### config.mk
export PLATFORM = sky130hd
export DESIGN_NAME = stereo_mix_sel
export DESIGN_NICKNAME = d
export VERILOG_FILES = /design/src/rtl/smx_pkg.sv /design/src/rtl/smx_force_slot.sv /design/src/rtl/smx_polarity.sv /design/src/rtl/smx_pattern.sv /design/src/rtl/stereo_mix_sel.sv
export SDC_FILE = /design/constraint.sdc
export NUM_CORES = 1
export LEC_CHECK = 0
export ABC_CLOCK_PERIOD_IN_PS = 6300
export BUFFER_PORTS_ARGS = -buffer_cell sky130_fd_sc_hd__clkbuf_2
export CORE_ASPECT_RATIO = 0.7
export CORE_MARGIN = 2
export CORE_UTILIZATION = 30
export CTS_CLUSTER_DIAMETER = 60
export DETAILED_ROUTE_END_ITERATION = 8
export PLACE_DENSITY = 0.85
export SETUP_SLACK_MARGIN = 0.5
export SKIP_LAST_GASP = 1
export SLEW_MARGIN = 20
export SYNTH_ARGS = -nofsm -noshare
export SYNTH_HDL_FRONTEND = slang
export SYNTH_SLANG_ARGS = --single-unit
export TNS_END_PERCENT = 10
### constraint.sdc
create_clock -name clk -period 6.3 [get_ports clk]
set_input_delay 1.26 -clock clk [delete_from_list [all_inputs] [get_ports clk]]
set_output_delay 1.26 -clock clk [all_outputs]
set_load 0.01 [all_outputs]
### src/rtl/smx_pkg.sv
package smx_pkg;

  typedef enum logic [2:0] {
    MIX_SINGLE = 3'd0,
    MIX_ROWS   = 3'd2,
    MIX_COLS   = 3'd4,
    MIX_CHECK  = 3'd6
  } mix_mode_e;

  // force code: bit 1 = force requested, bit 0 = polarity to start with
  localparam logic [1:0] FORCE_NONE = 2'd0;
  localparam logic [1:0] FORCE_TOP  = 2'd2;
  localparam logic [1:0] FORCE_BOT  = 2'd3;

  localparam int unsigned SLOT_FRAME = 0;
  localparam int unsigned SLOT_FIELD = 1;
  localparam int unsigned NUM_SLOTS  = 2;

  function automatic logic is_mixing(input logic [2:0] m);
    return (m == MIX_ROWS) || (m == MIX_COLS) || (m == MIX_CHECK);
  endfunction

endpackage

### src/rtl/smx_force_slot.sv
module smx_force_slot (
  input  logic       clk,
  input  logic       rst_n,
  input  logic       load,
  input  logic [1:0] code,
  input  logic       start,
  output logic       pend_v,
  output logic       pend_val
);
  // A load replaces the request; a start consumes a request that was there before it.
  always_ff @(posedge clk) begin
    if (!rst_n) begin
      pend_v   <= 1'b0;
      pend_val <= 1'b0;
    end else if (load) begin
      pend_v   <= code[1];
      pend_val <= code[0];
    end else if (start) begin
      pend_v   <= 1'b0;
    end
  end
endmodule

### src/rtl/smx_polarity.sv
module smx_polarity
  import smx_pkg::*;
(
  input  logic       clk,
  input  logic       rst_n,
  input  logic       frame_start,
  input  logic       field_start,
  input  logic       frame_alt_en,
  input  logic       field_alt_en,
  input  logic       force_load,
  input  logic [1:0] force_frame,
  input  logic [1:0] force_field,
  output logic       polarity
);
  logic [NUM_SLOTS-1:0]      starts;
  logic [NUM_SLOTS-1:0][1:0] codes;
  logic [NUM_SLOTS-1:0]      pv;
  logic [NUM_SLOTS-1:0]      pval;
  logic                      pol_q;
  logic                      pol_d;
  logic                      flip;

  assign starts[SLOT_FRAME] = frame_start;
  assign starts[SLOT_FIELD] = field_start;
  assign codes[SLOT_FRAME]  = force_frame;
  assign codes[SLOT_FIELD]  = force_field;

  for (genvar s = 0; s < NUM_SLOTS; s++) begin : g_slot
    smx_force_slot u_slot (
      .clk      (clk),
      .rst_n    (rst_n),
      .load     (force_load),
      .code     (codes[s]),
      .start    (starts[s]),
      .pend_v   (pv[s]),
      .pend_val (pval[s])
    );
  end

  assign flip = (frame_start & frame_alt_en) ^ (field_start & field_alt_en);

  always_comb begin
    if (frame_start && pv[SLOT_FRAME])      pol_d = pval[SLOT_FRAME];
    else if (field_start && pv[SLOT_FIELD]) pol_d = pval[SLOT_FIELD];
    else                                    pol_d = pol_q ^ flip;
  end

  always_ff @(posedge clk) begin
    if (!rst_n) pol_q <= 1'b0;
    else        pol_q <= pol_d;
  end

  assign polarity = pol_q;
endmodule

### src/rtl/smx_pattern.sv
module smx_pattern
  import smx_pkg::*;
(
  input  logic [2:0] mode,
  input  logic       x0,
  input  logic       y0,
  input  logic       pol,
  input  logic       bottom_layer,
  output logic       sel_bot,
  output logic       cfg_err
);
  logic raw;

  always_comb begin
    unique case (mode)
      MIX_ROWS:  raw = y0 ^ pol;
      MIX_COLS:  raw = x0 ^ pol;
      MIX_CHECK: raw = x0 ^ y0 ^ pol;
      default:   raw = 1'b0;
    endcase
  end

  assign cfg_err = bottom_layer & is_mixing(mode);
  assign sel_bot = raw & ~cfg_err;
endmodule

### src/rtl/stereo_mix_sel.sv
module stereo_mix_sel #(
  parameter int unsigned PIX_W = 24,
  parameter int unsigned X_W   = 13,
  parameter int unsigned Y_W   = 13
) (
  input  logic             clk,
  input  logic             rst_n,
  input  logic             in_valid,
  output logic             in_ready,
  input  logic [PIX_W-1:0] top_pix,
  input  logic [PIX_W-1:0] bot_pix,
  input  logic [X_W-1:0]   pix_x,
  input  logic [Y_W-1:0]   pix_y,
  output logic             out_valid,
  input  logic             out_ready,
  output logic [PIX_W-1:0] out_pix,
  output logic             out_sel_bot,
  input  logic [2:0]       mode,
  input  logic             frame_alt_en,
  input  logic             field_alt_en,
  input  logic             frame_start,
  input  logic             field_start,
  input  logic             force_load,
  input  logic [1:0]       force_frame,
  input  logic [1:0]       force_field,
  input  logic             bottom_layer,
  output logic             polarity,
  output logic             cfg_err
);
  logic pol;
  logic sel;
  // only the parity bit of each position counter takes part in selection
  logic unused_pos;
  assign unused_pos = ^{pix_x[X_W-1:1], pix_y[Y_W-1:1]};

  smx_polarity u_pol (
    .clk          (clk),
    .rst_n        (rst_n),
    .frame_start  (frame_start),
    .field_start  (field_start),
    .frame_alt_en (frame_alt_en),
    .field_alt_en (field_alt_en),
    .force_load   (force_load),
    .force_frame  (force_frame),
    .force_field  (force_field),
    .polarity     (pol)
  );

  smx_pattern u_pat (
    .mode         (mode),
    .x0           (pix_x[0]),
    .y0           (pix_y[0]),
    .pol          (pol),
    .bottom_layer (bottom_layer),
    .sel_bot      (sel),
    .cfg_err      (cfg_err)
  );

  assign out_valid   = in_valid;
  assign in_ready    = out_ready;
  assign out_pix     = sel ? bot_pix : top_pix;
  assign out_sel_bot = sel;
  assign polarity    = pol;
endmodule

### Yosys cells after proc, flatten, opt, wreduce, memory -nomap -nowiden

Index checks and enable logic that the tools add are counted.

| storage, ports and cells | value |
|---|---|
| bits in registers | 5 |
| input port bits | 91 |
| output and inout bits | 29 |

| cells by class | value |
|---|---|
| equality and inequality tests | 3 |
| muxes and demuxes | 8 |
| bitwise logic cells | 11 |
| reductions and logical operators | 6 |

Operator list:

| cell | number |
|---|---|
| $mux W24 | 1 |
| $eq A3 B3 Y1 const B | 2 |
| $mux W1 | 6 |
| $xor A1 B1 Y1 | 6 |
| $and A1 B1 Y1 | 4 |
| $reduce_bool A2 Y1 | 2 |
| $eq A3 B2 Y1 const B | 1 |
| $pmux W1 S3 | 1 |
| $logic_and A1 B1 Y1 | 2 |
| $logic_or A1 B1 Y1 | 2 |
| $not A1 Y1 | 1 |

### Longest topological paths before layout

Gate-level depths: netlist (run 1).

| logic depth | value |
|---|---|
| depth in word-level cells | 7 |
| depth in mapped cells | 6 |
| depth with buffers taken out | 5 |

### By module

Synthesis (run 1) repeated with hierarchy kept, for this count alone.

| unflattened totals | value |
|---|---|
| cell total of the unflattened synthesis | 65 |
| area, all modules | 765.7 um2 |

Modules (own cells, without submodules):

| module | instances | cells each | area an instance (um2) | seq. area each (um2) |
|---|---|---|---|---|
| stereo_mix_sel | 1 | 29 | 411.6 | 0.0 |
| smx_force_slot | 2 | 6 | 75.1 | 40.0 |
| smx_polarity | 1 | 13 | 127.6 | 20.0 |
| smx_pattern | 1 | 11 | 76.3 | 0.0 |

### Worst setup path before layout (run 1)

No wires, ideal clock.

| timing | value |
|---|---|
| path type | input-to-output |
| start point | input mode[2] |
| end point | output out_pix[14] |
| data arrival time | 2,583 ps |
| data required time | 5,040 ps |
| slack | 2,457 ps |
| stages | 6 |
| buffers on the path | 1 |
| path through | nor2b_4 -> o21ai_2 -> a32oi_2 -> mux2i_4 -> buf_12 -> mux2_4 |

| on the way | value |
|---|---|
| word-level cells in the longest chain between the ends | 7 |
| elaborated cells between the ends (all ways) | 10 |

Ends and longest elaborated chain:

| element | RTL line | RTL |
|---|---|---|
| start, declared | stereo_mix_sel.sv:18 | `input logic [2:0] mode,` |
| $eq A3 B2 Y1 / $eq A3 B3 Y1 (equally long branches) | smx_pkg.sv:20, smx_pattern.sv:15 |  |
| $logic_or A1 B1 Y1 (2 in series) | smx_pkg.sv:20 | `return (m == MIX_ROWS) \|\| (m == MIX_COLS) \|\| (m == MIX_CHECK);` |
| $and A1 B1 Y1 | smx_pattern.sv:23 | `assign cfg_err = bottom_layer & is_mixing(mode);` |
| $not A1 Y1 | smx_pattern.sv:24 | `assign sel_bot = raw & ~cfg_err;` |
| $and A1 B1 Y1 * | smx_pattern.sv:24 |  |
| via out_sel_bot | stereo_mix_sel.sv:17 | `output logic out_sel_bot,` |
| $mux W24 * | stereo_mix_sel.sv:61 | `assign out_pix = sel ? bot_pix : top_pix;` |
| end, declared | stereo_mix_sel.sv:16 | `output logic [PIX_W-1:0] out_pix,` |

Mark *: on every way through the listed nets, which the timed path passes. The rest lies on a longest branch.

### Final worst setup path (run 1)

| timing | value |
|---|---|
| start point | input mode[0] |
| end point | output out_pix[2] |

| on the way | value |
|---|---|
| word-level cells in the longest chain between the ends | 7 |
| elaborated cells between the ends (all ways) | 10 |

Ends and longest elaborated chain:

| element | RTL line |
|---|---|
| $eq A3 B2 Y1 / $eq A3 B3 Y1 (equally long branches) | smx_pkg.sv:20, smx_pattern.sv:15 |
| $logic_or A1 B1 Y1 (2 in series) | smx_pkg.sv:20 |
| $and A1 B1 Y1 | smx_pattern.sv:23 |
| $not A1 Y1 | smx_pattern.sv:24 |
| $and A1 B1 Y1 * | smx_pattern.sv:24 |
| $mux W24 * | stereo_mix_sel.sv:61 |

Every way passes the cells marked *; elsewhere a longest branch is shown, timed or not.

==> impl_results.html, run 1 <==
<table>
<tr><th>Metric</th><th>Value</th></tr>
<tr><th colspan="2">Place</th></tr>
<tr><td>Final weighted congestion in routability-driven placement</td><td>between 0.6 and 0.7</td></tr>
<tr><td>Post-DP HPWL</td><td>between 2000 and 2500 µm</td></tr>
<tr><td>Number of input and output port buffers inserted</td><td>about 90</td></tr>
<tr><th colspan="2">Setup path</th></tr>
<tr><td>Worst path required time</td><td>approximately 5.0 ns</td></tr>
<tr><td>Origin of the worst setup path</td><td>mode[0]</td></tr>
<tr><td>Data arrival time of the critical path</td><td>roughly 3.2 ns</td></tr>
<tr><td>Flop-to-flop setup slack</td><td>~5.3 ns</td></tr>
<tr><td>Worst setup endpoint</td><td>out_pix[2]</td></tr>
<tr><td>Depth of the most critical reg-to-reg path</td><td>4</td></tr>
<tr><td>Capture point of the worst reg-to-reg path</td><td>u_pol.polarity</td></tr>
<tr><td>Crit path launch type</td><td>input port</td></tr>
<tr><td>RR Startpoint</td><td>u_pol.polarity</td></tr>
<tr><td>Type of the worst setup path</td><td>input port to primary output</td></tr>
<tr><td>Endpoint class of the critical path</td><td>primary output</td></tr>
<tr><td>Worst Path Max Fanout</td><td>13</td></tr>
<tr><th colspan="2">Cells and area</th></tr>
<tr><td>Number of nets in the layout</td><td>249</td></tr>
<tr><td>Area growth, synth to finish</td><td>64.3%</td></tr>
<tr><td>Layout fillers</td><td>roughly 230</td></tr>
<tr><td>Fraction of layout instances using a drive strength above 1</td><td>0.790</td></tr>
<tr><td>Number of diodes</td><td>0</td></tr>
<tr><th colspan="2">Power</th></tr>
<tr><td>Pwr/cell area</td><td>126 nW/µm²</td></tr>
<tr><td>Leak pwr</td><td>just under 0.0007 µW</td></tr>
<tr><td>Highest ir drop seen on vdd</td><td>0.0795 mV</td></tr>
<tr><th colspan="2">Clock tree</th></tr>
<tr><td>Post_cts resized</td><td>0</td></tr>
<tr><td>Bufs on Longest Clock Path</td><td>2</td></tr>
<tr><td>TritonCTS sink count</td><td>5</td></tr>
<tr><td>Number of clock buffers inserted by TritonCTS</td><td>3</td></tr>
<tr><td>Clk Latency, worst-skew pair</td><td>approximately 0.24 ns</td></tr>
<tr><td>Clock tree root buffer cell</td><td>sky130_fd_sc_hd__clkbuf_4</td></tr>
<tr><td>CTS tree</td><td>built</td></tr>
<tr><td>Post-CTS Setup Bufs</td><td>0</td></tr>
<tr><td>Total number of H-tree levels</td><td>1</td></tr>
<tr><td>Hold Buf Count CTS</td><td>0</td></tr>
<tr><td>Clk slew on worst S/H paths</td><td>around 0.040 ns</td></tr>
<tr><th colspan="2">Floorplanning</th></tr>
<tr><td>Overall die width</td><td>~63 µm</td></tr>
<tr><td>Starting Density</td><td>0.329</td></tr>
<tr><td>Site row count</td><td>14</td></tr>
<tr><td>Vert. Die Dim</td><td>~45 µm</td></tr>
<tr><td>Die ar.</td><td>between 2000 and 3000 µm²</td></tr>
<tr><td>Placeable core region</td><td>around 2200 µm²</td></tr>
<tr><td>I/O pin count</td><td>between 100 and 150</td></tr>
<tr><th colspan="2">STA</th></tr>
<tr><td>Final Hold Fails</td><td>0</td></tr>
<tr><td>Measured slew at the worst slew-check pin</td><td>0.600 ns</td></tr>
<tr><td>Final period util</td><td>0.705</td></tr>
<tr><td>Worst Hold Slack</td><td>about 0.55 ns</td></tr>
<tr><td>Final setup skew</td><td>0.00277 ns</td></tr>
<tr><td>Rel. slew slack</td><td>0.591</td></tr>
<tr><td>Unrepaired setup endpoints after global routing</td><td>no</td></tr>
<tr><td>Tmin final</td><td>between 4 and 5 ns</td></tr>
<tr><td>Count of pins over their slew limit</td><td>0</td></tr>
<tr><td>Max Freq</td><td>around 230 MHz</td></tr>
<tr><td>Setup TNS</td><td>0 ns</td></tr>
<tr><td>Setup violators final</td><td>0</td></tr>
<tr><th colspan="2">Drt</th></tr>
<tr><td>Drt wl/cell</td><td>about 12 µm</td></tr>
<tr><td>Sum of met2 wire segment lengths after detailed routing</td><td>between 1000 and 1500 µm</td></tr>
<tr><td>Total detailed-routing wirelength</td><td>between 2000 and 2500 µm</td></tr>
<tr><td>Uppermost signal routing layer after detailed routing</td><td>met4</td></tr>
<tr><td>Antenna Violating Nets Remaining</td><td>0</td></tr>
<tr><td>Final routed DRC violation total</td><td>0</td></tr>
<tr><td>Met1 WL</td><td>just under 800 µm</td></tr>
<tr><td>Via-per-instance ratio</td><td>4.49</td></tr>
<tr><td>Wire length on met3</td><td>between 200 and 250 µm</td></tr>
<tr><td>Number of DRC markers in iteration 0</td><td>16</td></tr>
<tr><td>Detailed-routing iteration count for the pre-antenna-repair pass</td><td>4</td></tr>
<tr><td>Vias</td><td>~850</td></tr>
<tr><th colspan="2">Synthesis</th></tr>
<tr><td>Synth Net Count</td><td>~160</td></tr>
<tr><td>Synth Area in Compound Gates</td><td>0.0832</td></tr>
<tr><td>Post-Syn Area</td><td>737 µm²</td></tr>
<tr><td>Register bit total from synthesis</td><td>5</td></tr>
<tr><td>Post-synthesis cell type with the largest combined area</td><td>sky130_fd_sc_hd__mux2_4</td></tr>
<tr><td>Mux cell area share after synthesis</td><td>0.535</td></tr>
<tr><td>Sequential share of the synthesized area</td><td>0.136</td></tr>
<tr><td>Top cells by count, synth</td><td>sky130_fd_sc_hd__mux2_4 (19), sky130_fd_sc_hd__dfxtp_1 (5), sky130_fd_sc_hd__mux2_2 (5), sky130_fd_sc_hd__nor2b_1 (5), sky130_fd_sc_hd__nand2_1 (4)</td></tr>
<tr><td>Number of flops mapped to enable cells by yosys</td><td>0</td></tr>
<tr><td>Predominant post-synthesis flop cell</td><td>sky130_fd_sc_hd__dfxtp_1</td></tr>
<tr><td>Area fraction of the dominant cell type after synthesis</td><td>0.387</td></tr>
<tr><td>Share of flip-flops with an asynchronous set or reset after synthesis</td><td>0</td></tr>
<tr><td>Gate count of the mapped netlist</td><td>66</td></tr>
<tr><td>Largest cells by area after synthesis</td><td>sky130_fd_sc_hd__mux2_4 (39%), sky130_fd_sc_hd__dfxtp_1 (14%), sky130_fd_sc_hd__mux2_2 (7.6%)</td></tr>
<tr><td>Synthesized area per cell</td><td>approximately 11 µm²</td></tr>
<tr><td>Number of warnings issued by yosys</td><td>0</td></tr>
<tr><td>Arithmetic-cell share of the synthesized area counting full adders, half adders and majority gates</td><td>0</td></tr>
<tr><td>Leading cell type by number of instances after synthesis</td><td>sky130_fd_sc_hd__mux2_4</td></tr>
<tr><td>Area share of xor/xnor cells in the synthesized design</td><td>0.0119</td></tr>
<tr><td>Simple-gate portion of the synthesized area</td><td>0.144</td></tr>
<tr><td>Dominant combinational cell family by area after synthesis</td><td>multiplexers</td></tr>
<tr><td>Number of distinct library cells after synthesis</td><td>23</td></tr>
<tr><th colspan="2">Global routing</th></tr>
<tr><td>Wire length of the first global-routing pass</td><td>roughly 3400 µm</td></tr>
<tr><td>Antenna violations before repair</td><td>0</td></tr>
<tr><td>Maximum number of pins on one net before global-route repair</td><td>26</td></tr>
<tr><td>Number of global-route vias before repair</td><td>~820</td></tr>
<tr><td>Overflow left after global routing</td><td>0</td></tr>
<tr><td>All-layer global routing usage</td><td>0.146</td></tr>
<tr><th colspan="2">Status</th></tr>
<tr><td>Run status</td><td>finished, final reports clean</td></tr>
<tr><th colspan="2">Min path</th></tr>
<tr><td>Path class of the lowest-slack min-delay path</td><td>register to register</td></tr>
<tr><td>Hold wc startpoint</td><td>u_pol.g_slot[0].u_slot.pend_val</td></tr>
<tr><th colspan="2">Flow run</th></tr>
<tr><td>Max-capacitance violation count</td><td>0</td></tr>
</table>
-- worst min path at each step --
stage | end | slack [ns] | depth (start not counted)
after floorplan | u_pol.g_slot[0].u_slot.pend_val | 0.48 | 2
after global placement | u_pol.g_slot[1].u_slot.pend_val | 0.50 | 2
after detailed placement | u_pol.g_slot[0].u_slot.pend_val | 0.53 | 2
after CTS | u_pol.g_slot[0].u_slot.pend_val | 0.55 | 2
after global routing | u_pol.g_slot[0].u_slot.pend_val | 0.59 | 2
final | u_pol.g_slot[0].u_slot.pend_val | 0.55 | 2
-- registers in the layout, indices dropped and copies added, names as in the netlist --
register and flops:
u_pol.g_slot.u_slot.pend_val 2, u_pol.g_slot.u_slot.pend_v 2, u_pol.polarity 1
-- critical path: stages --
cell and delay [ns]:
sky130_fd_sc_hd__clkbuf_2 0.11, sky130_fd_sc_hd__o21bai_1 0.19, sky130_fd_sc_hd__or3_4 0.35, sky130_fd_sc_hd__mux2i_4 0.50, sky130_fd_sc_hd__buf_6 0.28, sky130_fd_sc_hd__mux2_2 0.36, sky130_fd_sc_hd__clkbuf_2 0.13
-- cells in the final DEF, fill, tap and decap left out --
| master | netlist | final |
|---|---|---|
| sky130_fd_sc_hd__clkbuf_2 | 0 | 91 |
| sky130_fd_sc_hd__mux2_4 | 19 | 19 |
| sky130_fd_sc_hd__mux2_2 | 5 | 5 |
| sky130_fd_sc_hd__nor2b_1 | 5 | 5 |
| sky130_fd_sc_hd__dfxtp_1 | 5 | 5 |
| sky130_fd_sc_hd__nand2_1 | 4 | 4 |
| sky130_fd_sc_hd__nor2_1 | 3 | 3 |
| sky130_fd_sc_hd__mux2i_1 | 3 | 3 |
| sky130_fd_sc_hd__a21oi_1 | 3 | 3 |
| sky130_fd_sc_hd__clkbuf_4 | 0 | 3 |
| sky130_fd_sc_hd__inv_1 | 2 | 2 |
| sky130_fd_sc_hd__nor3b_1 | 2 | 2 |
| sky130_fd_sc_hd__o21bai_1 | 1 | 1 |
| sky130_fd_sc_hd__or3_4 | 1 | 1 |
| sky130_fd_sc_hd__nor2b_4 | 1 | 1 |
| sky130_fd_sc_hd__o21ai_2 | 1 | 1 |
| sky130_fd_sc_hd__a32oi_2 | 1 | 1 |
| sky130_fd_sc_hd__mux2i_4 | 1 | 1 |
| sky130_fd_sc_hd__o21ai_0 | 1 | 1 |
| sky130_fd_sc_hd__and3b_1 | 1 | 1 |
| sky130_fd_sc_hd__xnor2_1 | 1 | 1 |
| sky130_fd_sc_hd__a32oi_1 | 1 | 1 |
| sky130_fd_sc_hd__clkbuf_1 | 1 | 1 |
| sky130_fd_sc_hd__buf_6 | 0 | 1 |
-- cells by family (layout without fill, tap and decap cells) --
kind of cell / count (synthesis) / after routing
multiplexers: 28 / 28
buffers and inverters: 7 / 98
XOR/XNOR: 1 / 1
flip-flops: 5 / 5
AND/OR/NAND/NOR: 17 / 17
AO/OA/AOI/OAI: 8 / 8
-- report_power, final --
group / leakage (µW) / switching (µW) / internal, µW
logic: 0.000625 / 32.7 / 48.2
registers: 0.0000413 / 1.75 / 33.9
clock network: 0.0000150 / 12.2 / 23.9
total: 0.000681 / 46.6 / 106
-- layer usage --
metal,track usage,up-vias
li1,-,421
met1,0.142,379
met2,0.317,47
met3,0.0198,2
met4,0.0609,0
met5,0,-
-- final cells by class --
class / count / area [µm²] / area share
well taps: 32 / 40.0 / 0.0331
clock buffers: 4 / 26.3 / 0.0217
inverters: 2 / 7.51 / 0.00620
flip-flops and latches: 5 / 100 / 0.0826
repair buffers: 92 / 467 / 0.385
multi-input cells: 54 / 571 / 0.471
-- stage by stage --
| stage | std cells | setup WS (ns) | total power (µW) | utilization | area, µm² |
|---|---|---|---|---|---|
| finish | 189 | 1.86 | 153 | 0.540 | 1210 |
| global route | 189 | 1.76 | 162 | 0.540 | 1210 |
| CTS | 188 | 1.67 | 155 | 0.535 | 1200 |
| detailed placement | 184 | 1.67 | 117 | 0.523 | 1170 |
| global placement | 184 | 1.74 | 114 | 0.523 | 1170 |
| floorplan | 66 | 2.46 | 83.9 | - | 737 |
No activity file was read; power rests on OpenSTA's default activity.
==> inputs of run 2 (changes only) <==
--- a/config.mk
+++ b/config.mk
@@ -5,14 +5,14 @@
 export SDC_FILE = /design/constraint.sdc
 export NUM_CORES = 1
 export LEC_CHECK = 0
-export ABC_CLOCK_PERIOD_IN_PS = 6300
+export ABC_CLOCK_PERIOD_IN_PS = 3800
 export BUFFER_PORTS_ARGS = -buffer_cell sky130_fd_sc_hd__clkbuf_2
 export CORE_ASPECT_RATIO = 0.7
 export CORE_MARGIN = 2
-export CORE_UTILIZATION = 30
+export CORE_UTILIZATION = 25
 export CTS_CLUSTER_DIAMETER = 60
 export DETAILED_ROUTE_END_ITERATION = 8
-export PLACE_DENSITY = 0.85
+export PLACE_DENSITY = 0.76
 export SETUP_SLACK_MARGIN = 0.5
 export SKIP_LAST_GASP = 1
 export SLEW_MARGIN = 20
==> constraint.sdc (replaced) <==
create_clock -name clk -period 3.8 [get_ports clk]
set_input_delay 0.76 -clock clk [delete_from_list [all_inputs] [get_ports clk]]
set_output_delay 0.76 -clock clk [all_outputs]
set_load 0.01 [all_outputs]
==> run 2 against run 1 <==
Clock skew is 0.00060 ns lower. Global-route usage fell by 2.6 points. Die area up 18%. Power increased by 89%. Flip-flop and latch count stayed put. Register-to-register slack worse by 2.5 ns. Non-clock buffer count up 1. Utilization is 9.8 points lower. First-iteration DRC count stayed put. Worst setup slack got worse by 1.2 ns. Hold slack got worse by 0.036 ns. Clock power rose to 2.7 times the previous value. Largest cell class unchanged. Highest routed layer unchanged.
==> impl_results.html, run 2 (synthesis gave the netlist of run 1 again) <==
<table>
<tr><th>Metric</th><th>Value</th></tr>
<tr><th colspan="2">Global routing</th></tr>
<tr><td>Number of global-route vias before repair</td><td>755 (-8.2%)</td></tr>
<tr><td>Overflow left after global routing</td><td>0 (unchanged)</td></tr>
<tr><td>Antenna violations before repair</td><td>0 (unchanged)</td></tr>
<tr><td>Maximum number of pins on one net before global-route repair</td><td>16 (-38%)</td></tr>
<tr><td>All-layer global routing usage</td><td>0.120 (-0.0260)</td></tr>
<tr><td>Wire length of the first global-routing pass</td><td>3090 µm (-8.0%)</td></tr>
<tr><th colspan="2">Setup path</th></tr>
<tr><td>Origin of the worst setup path</td><td>mode[0]</td></tr>
<tr><td>RR Startpoint</td><td>u_pol.polarity</td></tr>
<tr><td>Depth of the most critical reg-to-reg path</td><td>4 (unchanged)</td></tr>
<tr><td>Worst Path Max Fanout</td><td>15 (+2)</td></tr>
<tr><td>Worst path required time</td><td>3.04 ns (-2.00 ns)</td></tr>
<tr><td>Flop-to-flop setup slack</td><td>2.84 ns (-2.47 ns)</td></tr>
<tr><td>Type of the worst setup path</td><td>input port to primary output</td></tr>
<tr><td>Data arrival time of the critical path</td><td>2.33 ns (-0.85 ns)</td></tr>
<tr><td>Crit path launch type</td><td>input port</td></tr>
<tr><td>Capture point of the worst reg-to-reg path</td><td>u_pol.polarity</td></tr>
<tr><td>Worst setup endpoint</td><td>out_pix[23]</td></tr>
<tr><td>Endpoint class of the critical path</td><td>primary output</td></tr>
<tr><th colspan="2">Floorplanning</th></tr>
<tr><td>Placeable core region</td><td>2800 µm² (+25%)</td></tr>
<tr><td>Starting Density</td><td>0.263 (-0.0657)</td></tr>
<tr><td>Die ar.</td><td>3410 µm² (+18%)</td></tr>
<tr><td>Site row count</td><td>16 (+2)</td></tr>
<tr><td>Vert. Die Dim</td><td>49.4 µm (+8.7%)</td></tr>
<tr><td>I/O pin count</td><td>120 (unchanged)</td></tr>
<tr><td>Overall die width</td><td>68.9 µm (+8.9%)</td></tr>
<tr><th colspan="2">STA</th></tr>
<tr><td>Count of pins over their slew limit</td><td>0 (unchanged)</td></tr>
<tr><td>Tmin final</td><td>3.09 ns</td></tr>
<tr><td>Final Hold Fails</td><td>0 (unchanged)</td></tr>
<tr><td>Final period util</td><td>0.814</td></tr>
<tr><td>Rel. slew slack</td><td>0.836 (+0.245)</td></tr>
<tr><td>Unrepaired setup endpoints after global routing</td><td>no</td></tr>
<tr><td>Final setup skew</td><td>0.00217 ns (-0.000603 ns)</td></tr>
<tr><td>Setup TNS</td><td>0 ns (unchanged)</td></tr>
<tr><td>Setup violators final</td><td>0 (unchanged)</td></tr>
<tr><td>Max Freq</td><td>~320 MHz</td></tr>
<tr><td>Measured slew at the worst slew-check pin</td><td>0.245 ns (-0.355 ns)</td></tr>
<tr><th colspan="2">Min path</th></tr>
<tr><td>Path class of the lowest-slack min-delay path</td><td>register to register</td></tr>
<tr><td>Depth of the worst hold-timing path</td><td>2 (unchanged)</td></tr>
<tr><th colspan="2">Clock tree</th></tr>
<tr><td>Clk slew on worst S/H paths</td><td>0.03 ns (about the same)</td></tr>
<tr><td>Total number of H-tree levels</td><td>1 (unchanged)</td></tr>
<tr><td>Number of clock buffers inserted by TritonCTS</td><td>3 (unchanged)</td></tr>
<tr><td>Post-CTS Setup Bufs</td><td>0 (unchanged)</td></tr>
<tr><td>TritonCTS sink count</td><td>5 (unchanged)</td></tr>
<tr><td>Clk Latency, worst-skew pair</td><td>0.22 ns (-0.02 ns)</td></tr>
<tr><td>Post_cts resized</td><td>0 (unchanged)</td></tr>
<tr><td>Bufs on Longest Clock Path</td><td>2 (unchanged)</td></tr>
<tr><td>CTS tree</td><td>built</td></tr>
<tr><td>Clock tree root buffer cell</td><td>sky130_fd_sc_hd__clkbuf_8</td></tr>
<tr><td>Hold Buf Count CTS</td><td>0 (unchanged)</td></tr>
<tr><th colspan="2">Cells and area</th></tr>
<tr><td>Number of diodes</td><td>0 (unchanged)</td></tr>
<tr><td>Most frequent standard cell in the layout excluding fill and tap cells</td><td>sky130_fd_sc_hd__clkbuf_2</td></tr>
<tr><td>Final design area excluding fillers</td><td>1240 µm² (+2.3%)</td></tr>
<tr><td>Area growth, synth to finish</td><td>68.1%</td></tr>
<tr><td>Layout fillers</td><td>297 (+32%)</td></tr>
<tr><td>Fraction of layout instances using a drive strength above 1</td><td>0.791 (+0.00133)</td></tr>
<tr><td>Number of nets in the layout</td><td>250 (+0.40%)</td></tr>
<tr><td>Most frequent cells in the layout</td><td>sky130_fd_sc_hd__clkbuf_2 (91), sky130_fd_sc_hd__mux2_4 (19), sky130_fd_sc_hd__mux2_2 (5), sky130_fd_sc_hd__nor2b_1 (5), sky130_fd_sc_hd__dfxtp_1 (5)</td></tr>
<tr><th colspan="2">Drt</th></tr>
<tr><td>Number of DRC markers in iteration 0</td><td>16 (unchanged)</td></tr>
<tr><td>Final routed DRC violation total</td><td>0 (unchanged)</td></tr>
<tr><td>Vias</td><td>838 (-1.3%)</td></tr>
<tr><td>Antenna Violating Nets Remaining</td><td>0 (unchanged)</td></tr>
<tr><td>Total detailed-routing wirelength</td><td>2070 µm (-11%)</td></tr>
<tr><td>Drt wl/cell</td><td>10.7 µm (-14%)</td></tr>
<tr><td>Detailed-routing iteration count for the pre-antenna-repair pass</td><td>2 (-2)</td></tr>
<tr><td>Via-per-instance ratio</td><td>4.32 (-3.8%)</td></tr>
<tr><th colspan="2">Power</th></tr>
<tr><td>Overall power consumption</td><td>288 µW (+89%)</td></tr>
<tr><td>Highest ir drop seen on vdd</td><td>0.206 mV (+160%)</td></tr>
<tr><td>Pwr/cell area</td><td>233 nW/µm² (+85%)</td></tr>
<tr><td>Leak pwr</td><td>0.000693 µW (+1.8%)</td></tr>
<tr><th colspan="2">Place</th></tr>
<tr><td>Number of input and output port buffers inserted</td><td>91 (unchanged)</td></tr>
<tr><td>Final weighted congestion in routability-driven placement</td><td>0.747 (+12%)</td></tr>
<tr><td>Total placed instance area</td><td>1190 µm² (+1.7%)</td></tr>
<tr><th colspan="2">Flow run</th></tr>
<tr><td>Max-capacitance violation count</td><td>0 (unchanged)</td></tr>
<tr><th colspan="2">Status</th></tr>
<tr><td>Run status</td><td>finished, final reports clean</td></tr>
</table>
## run 2: routing by layer
metal | part of all wire | track usage
met5 | 0 | 0
met4 | 0.0048 | 0.0294
met3 | 0.11 | 0.0346
met2 | 0.49 | 0.212
met1 | 0.39 | 0.139
## run 2: area by class of cell
cell class,count,area [µm²],share of cell area
clock buffers,4,45.0,0.0364
repair buffers,93,470,0.380
flip-flops and latches,5,100,0.0808
multi-input cells,54,571,0.461
well taps,36,45.0,0.0364
inverters,2,7.51,0.00606
## run 2: critical path: stages
cell	delay (ns)
sky130_fd_sc_hd__clkbuf_2	0.10
sky130_fd_sc_hd__o21bai_1	0.19
sky130_fd_sc_hd__or3_4	0.35
sky130_fd_sc_hd__mux2i_4	0.15
sky130_fd_sc_hd__buf_4	0.27
sky130_fd_sc_hd__mux2_2	0.37
sky130_fd_sc_hd__clkbuf_2	0.13
## run 2: worst min-delay path by stage
stage                                          from                               to  slack [ns]
finish              u_pol.g_slot[1].u_slot.pend_val  u_pol.g_slot[1].u_slot.pend_val        0.52
detailed placement  u_pol.g_slot[1].u_slot.pend_val  u_pol.g_slot[1].u_slot.pend_val        0.51
global placement    u_pol.g_slot[1].u_slot.pend_val  u_pol.g_slot[1].u_slot.pend_val        0.51
floorplan           u_pol.g_slot[0].u_slot.pend_val  u_pol.g_slot[0].u_slot.pend_val        0.48
CTS                 u_pol.g_slot[1].u_slot.pend_val  u_pol.g_slot[1].u_slot.pend_val        0.52
global route        u_pol.g_slot[1].u_slot.pend_val  u_pol.g_slot[1].u_slot.pend_val        0.54
## run 2: stage by stage
stage / hold WS [ns] / utilization / std cells / setup slack [ns]
after floorplan: 0.483 / - / 66 / 0.957
after global placement: 0.514 / 0.426 / 190 / 0.695
after detailed placement: 0.509 / 0.426 / 190 / 0.700
after CTS: 0.522 / 0.442 / 194 / 0.699
after global routing: 0.538 / 0.442 / 194 / 0.599
final: 0.518 / 0.442 / 194 / 0.708
## run 2: where the power goes
| part | internal (µW) | switching (µW) |
|---|---|---|
| Sequential | 56.3 | 2.63 |
| Combinational | 80.1 | 52.7 |
| Clock | 71.9 | 24.8 |
| Total | 208 | 80.1 |
